===== src/rtl/pcm_xchg_pkg.sv =====
package pcm_xchg_pkg;
  localparam int CFG_W = 3;
  localparam int N_DMA = 2;
  localparam int DMA_IN  = 0;
  localparam int DMA_OUT = 1;

  typedef struct packed {
    logic dma_out_en;
    logic dma_in_en;
    logic int_en;
  } cfg_t;
endpackage


===== src/rtl/pcm_in_path.sv =====
module pcm_in_path #(
  parameter int W = 16
) (
  input  logic         clk,
  input  logic         rst_n,
  input  logic         wr_en,
  input  logic [W-1:0] wr_data,
  input  logic         frame_stb,
  output logic [W-1:0] core_data
);
  logic [W-1:0] stage_q, stage_d;
  logic [W-1:0] core_q, core_d;

  always_comb begin
    stage_d = stage_q;
    core_d  = core_q;
    if (frame_stb) core_d  = stage_q;
    if (wr_en)     stage_d = wr_data;
  end

  always_ff @(posedge clk or negedge rst_n) begin
    if (!rst_n) begin
      stage_q <= '0;
      core_q  <= '0;
    end else begin
      stage_q <= stage_d;
      core_q  <= core_d;
    end
  end

  assign core_data = core_q;
endmodule


===== src/rtl/pcm_out_path.sv =====
module pcm_out_path #(
  parameter int W = 16
) (
  input  logic         clk,
  input  logic         rst_n,
  input  logic         freeze,
  input  logic         frame_stb,
  input  logic [W-1:0] core_res,
  output logic [W-1:0] rd_data
);
  logic         hold_en;
  logic [W-1:0] hold_q, hold_d;

  assign hold_en = frame_stb && !freeze;

  always_comb begin
    hold_d = hold_q;
    if (hold_en) hold_d = core_res;
  end

  always_ff @(posedge clk or negedge rst_n) begin
    if (!rst_n) hold_q <= '0;
    else        hold_q <= hold_d;
  end

  assign rd_data = hold_q;
endmodule


===== src/rtl/pcm_req_ctrl.sv =====
module pcm_req_ctrl
  import pcm_xchg_pkg::*;
(
  input  logic             clk,
  input  logic             rst_n,
  input  logic             freeze,
  input  logic             cfg_we,
  input  logic [CFG_W-1:0] cfg_wdata,
  input  logic             frame_stb,
  input  logic             stat_re,
  input  logic [N_DMA-1:0] dma_clr,
  output logic             stat_flag,
  output logic             irq,
  output logic [N_DMA-1:0] dma_req,
  output logic             cfg_err
);
  cfg_t cfg_q, cfg_d, cfg_w;
  logic err_q, err_d;
  logic flag_q, flag_d;
  logic illegal;
  logic [N_DMA-1:0] dma_en;
  logic [N_DMA-1:0] dma_set_ok;

  assign cfg_w   = cfg_t'(cfg_wdata);
  assign illegal = cfg_w.int_en && (cfg_w.dma_in_en || cfg_w.dma_out_en);

  always_comb begin
    cfg_d = cfg_q;
    err_d = err_q;
    if (cfg_we) begin
      cfg_d        = cfg_w;
      cfg_d.int_en = cfg_w.int_en && !illegal;
      err_d        = err_q || illegal;
    end
  end

  always_comb begin
    flag_d = flag_q;
    if (stat_re && !freeze) flag_d = 1'b0;
    if (frame_stb)          flag_d = 1'b1;
  end

  always_ff @(posedge clk or negedge rst_n) begin
    if (!rst_n) begin
      cfg_q  <= '0;
      err_q  <= 1'b0;
      flag_q <= 1'b0;
    end else begin
      cfg_q  <= cfg_d;
      err_q  <= err_d;
      flag_q <= flag_d;
    end
  end

  assign dma_en[DMA_IN]      = cfg_q.dma_in_en;
  assign dma_en[DMA_OUT]     = cfg_q.dma_out_en;
  assign dma_set_ok[DMA_IN]  = 1'b1;
  assign dma_set_ok[DMA_OUT] = !freeze;

  for (genvar g = 0; g < N_DMA; g++) begin : g_dma
    logic req_q, req_d;
    always_comb begin
      req_d = req_q;
      if (dma_clr[g])                                req_d = 1'b0;
      if (frame_stb && dma_en[g] && dma_set_ok[g])   req_d = 1'b1;
    end
    always_ff @(posedge clk or negedge rst_n) begin
      if (!rst_n) req_q <= 1'b0;
      else        req_q <= req_d;
    end
    assign dma_req[g] = req_q;
  end

  assign stat_flag = flag_q;
  assign irq       = flag_q && cfg_q.int_en;
  assign cfg_err   = err_q;
endmodule


===== src/rtl/pcm_xchg.sv =====
module pcm_xchg
  import pcm_xchg_pkg::*;
#(
  parameter int W = 16
) (
  input  logic             clk,
  input  logic             rst_n,
  input  logic             freeze,
  input  logic             cfg_we,
  input  logic [CFG_W-1:0] cfg_wdata,
  input  logic             pcm_in_we,
  input  logic [W-1:0]     pcm_in_wdata,
  input  logic             pcm_out_re,
  output logic [W-1:0]     pcm_out_rdata,
  input  logic             stat_re,
  output logic             stat_flag,
  input  logic             frame_stb,
  input  logic [W-1:0]     core_out_data,
  output logic [W-1:0]     core_in_data,
  output logic             irq,
  output logic             dma_in_req,
  output logic             dma_out_req,
  output logic             cfg_err
);
  logic [N_DMA-1:0] dma_clr;
  logic [N_DMA-1:0] dma_req;

  assign dma_clr[DMA_IN]  = pcm_in_we;
  assign dma_clr[DMA_OUT] = pcm_out_re;

  pcm_in_path #(.W(W)) u_in (
    .clk(clk), .rst_n(rst_n), .wr_en(pcm_in_we), .wr_data(pcm_in_wdata),
    .frame_stb(frame_stb), .core_data(core_in_data)
  );

  pcm_out_path #(.W(W)) u_out (
    .clk(clk), .rst_n(rst_n), .freeze(freeze), .frame_stb(frame_stb),
    .core_res(core_out_data), .rd_data(pcm_out_rdata)
  );

  pcm_req_ctrl u_req (
    .clk(clk), .rst_n(rst_n), .freeze(freeze), .cfg_we(cfg_we),
    .cfg_wdata(cfg_wdata), .frame_stb(frame_stb), .stat_re(stat_re),
    .dma_clr(dma_clr), .stat_flag(stat_flag), .irq(irq),
    .dma_req(dma_req), .cfg_err(cfg_err)
  );

  assign dma_in_req  = dma_req[DMA_IN];
  assign dma_out_req = dma_req[DMA_OUT];
endmodule


===== config.mk =====
export PLATFORM = sky130hd
export DESIGN_NAME = pcm_xchg
export DESIGN_NICKNAME = d
export VERILOG_FILES = /design/src/rtl/pcm_xchg_pkg.sv /design/src/rtl/pcm_in_path.sv /design/src/rtl/pcm_out_path.sv /design/src/rtl/pcm_req_ctrl.sv /design/src/rtl/pcm_xchg.sv
export SDC_FILE = /design/constraint.sdc
export NUM_CORES = 1
export LEC_CHECK = 0
export ABC_AREA = 1
export BUFFER_PORTS_ARGS = -buffer_cell sky130_fd_sc_hd__buf_2
export CORE_MARGIN = 2
export CORE_UTILIZATION = 35
export DETAILED_ROUTE_END_ITERATION = 6
export HOLD_SLACK_MARGIN = 0.12
export PLACE_DENSITY = 0.71
export SYNTH_ARGS = -nofsm -noshare
export SYNTH_HDL_FRONTEND = slang
export SYNTH_SLANG_ARGS = --single-unit
export TNS_END_PERCENT = 100

===== constraint.sdc =====
create_clock -name clk -period 1.56 [get_ports clk]
set_clock_uncertainty 0.05 [all_clocks]
set_input_delay 0.468 -clock clk [delete_from_list [all_inputs] [get_ports clk]]
set_output_delay 0.468 -clock clk [all_outputs]
set_load 0.02 [all_outputs]

==> results.toml <==
[clocking]
cts_root_buffer = "clkbuf_8"
cts_tree = "yes"
clk_latency_ns = 0.30
numCtsBuffers = 5
clockBufferDepth = 2
htree_levels = 2
cts_resized = 0
clkTransAtPathRegs_ns = 0.09
cts_sinks = 55

[min_path]
min-delay-start = "pcm_in_wdata[8]"
holdCritPathClass = "in -> reg"

[global_routing]
use_met3_pct = 3.63
grt_pass1_vias = 1565
grt_pass1_wl_microns = 6910
grt_use_total_pct = 13.4
antenna_found_initial = 0
grt.busiest_layer = "met2"
met2_usage_pct = 23.3
grt-ovfl-total = 0
grt_max_degree = 56
met1_usage_pct = 15.7

[die]
placement_rows = 28
die_h_microns = 81.8
dieArea_sq_um = 6690
top_level_ports = 80
die_x_microns = 81.8
start_util_pct = 36.0
core_sq_um = 5890

[timing]
rsz0062_at_grt = "false"
fmax_ghz = 0.675
hold_viol = 0
tns_ns = 0
period_needed_ns = 1.48
tightestPinTransition_ns = 0.489
finalCritPeriodShare_pct = 95.0
slew_headroom_pct = 67.4
setup_violations = 0
whs_ns = 0.318
slew_viol_final = 0

[final_layout]
fin_nets = 349
syn2layout_area_growth_pct = 27.7
antenna_cells = 0
drive_gt1_share_pct = 30.0
n_fill_cell = 585
layout_commonest_cell = "nand2_1"
multiInputGateArea_sq_um = 576
seqCellArea_sq_um = 1380
final_cell_mix = "nand2_1 (80), buf_2 (79), dfrtp_1 (55)"
final_area_sq_um = 2700

[power_and_ir_drop]
power_frac_seq_pct = 54.4
pwr-share-comb_pct = 17.8
peakVddDrop_uv = 399
p_int_uw = 2170
power_uw = 3010
switching_share_pct = 28.0
p_leak_uw = 0.00151
powerDensity_nw_per_um2 = 1110
p_clk_share_pct = 27.8
p_sw_uw = 843

[placement]
hpwlAfterDp_microns = 3020
gp_congestion = 0.659
placed_area_sq_um = 2590
port-buffer-count = 79

[worst_setup_path]
path_cells = "nand2_1 -> inv_1 -> buf_2"
crit_type = "reg -> out"
r2r-end = "u_req.g_dma[0].req_q"
cp.arrival_ns = 0.96
crit_required_ns = 1.04
cp-start-kind = "register"
timing.rr.start = "u_req.cfg_q[1]"
cp.depth = 3
reg2reg_slack_ns = 0.86
path_buf_inv = 2
cp-endpoint = "irq"
cp_top_family = "flip-flops"
endpoint_kind = "primary output"
cpMaxStageDelayCell = "dfrtp_1"
max_stage_delay_ns = 0.42
worstRegToRegCells = 2
cp-startpoint = "u_req.stat_flag"
cp_max_fo = 3

[detailed_routing]
first_pass_iters = 4
vias_per_cell = 4.49
wire_per_inst_microns = 11.2
vias = 1714
ant_nets = 0
wl_microns = 4280
drt_iter0_drc = 64
drcViolationCount = 0

[yosys]
syn_avg_cell_area_sq_um = 9.41
syn_area_sq_um = 2120
synth_seq_cells = 55
synth_nets = 268
synth_cell_types = 13
synth-seq-area-share_pct = 65.0
yosysWarnings = 0
syn_inst = 225

[status]
status = "complete, no violations"

[flow_run]
cap_violations = 0
## cell type report
| class | instances | share of cell area [%] |
|---|---|---|
| repair buffers | 84 | 17.0 |
| flip-flops and latches | 55 | 50.9 |
| well taps | 75 | 3.47 |
| multi-input cells | 134 | 21.3 |
| clock buffers | 8 | 3.70 |
| inverters | 26 | 3.61 |
## power by group through the flow
stage	clock (uW)	combinational (uW)	sequential, uW
finish	837	537	1640
detailed placement	0	545	1670
global route	938	607	1660
global placement	0	533	1670
floorplan	0	172	1800
CTS	879	548	1640
## worst register-to-register path, stage by stage, from the launching register on
cell and delay, ns:
dfrtp_1 0.39, nand2_1 0.06, o21ai_0 0.07
## cells by family after synthesis
group	Yosys count	synth area share, %
and+or+nand+nor	99	18.9
DFF	55	65.0
buffers and inverters	36	7.80
AOI/OAI and AO/OA	35	8.27
## worst min path at each step
stage / to / slack [ns] / cells past startpoint
2_1_floorplan: u_in.core_data[0] / 0.12 / 0
3_3_place_gp: u_req.cfg_err / 0.40 / 2
3_5_place_dp: u_out.rd_data[13] / 0.40 / 2
4_1_cts: u_in.stage_q[12] / 0.30 / 3
5_1_grt: u_in.stage_q[6] / 0.31 / 3
6_report: u_in.stage_q[8] / 0.32 / 3
## state kept, by name, indices dropped and copies added, names as in the netlist
signal and flops:
u_out.rd_data 16, u_req.stat_flag 1, u_req.g_dma.req_q 2, u_in.stage_q 16
u_req.cfg_q 3, u_in.core_data 16, u_req.cfg_err 1
## cell usage after synthesis
cell / number / area [sq um]
dfrtp_1: 55 / 1380
buf_6: 2 / 22.5
nand2_4: 1 / 11.3
nand2_1: 80 / 300
o21ai_0: 32 / 160
nor2_1: 1 / 3.75
nand3_1: 17 / 85.1
o21ai_1: 3 / 15.0
inv_1: 25 / 93.8
buf_2: 5 / 25.0
inv_2: 1 / 3.75
buf_4: 2 / 15.0
clkbuf_2: 1 / 5.00
## per-stage QoR
stage | setup slack [ns] | std cells | utilization (%)
floorplan | 0.380 | 225 | -
global placement | 0.301 | 373 | 44.1
detailed placement | 0.248 | 373 | 44.1
CTS | 0.0661 | 382 | 45.9
global route | 0.0167 | 382 | 45.9
finish | 0.0776 | 382 | 45.9
## routing by layer
layer / vias up / part of all wire (%) / wire, microns
met5: - / 0 / 0
met4: 0 / 1.7 / 71
met3: 8 / 8.4 / 361
met2: 62 / 45 / 1940
met1: 788 / 45 / 1910
li1: 856 / - / -
## what timing repair did
action	4_1_cts	5_1_grt
setup endpoints to repair	0	0
setup buffers	0	0
hold endpoints to repair	55	0
hold buffers	1	0
Note: power is estimated with default switching activity, not from simulation.
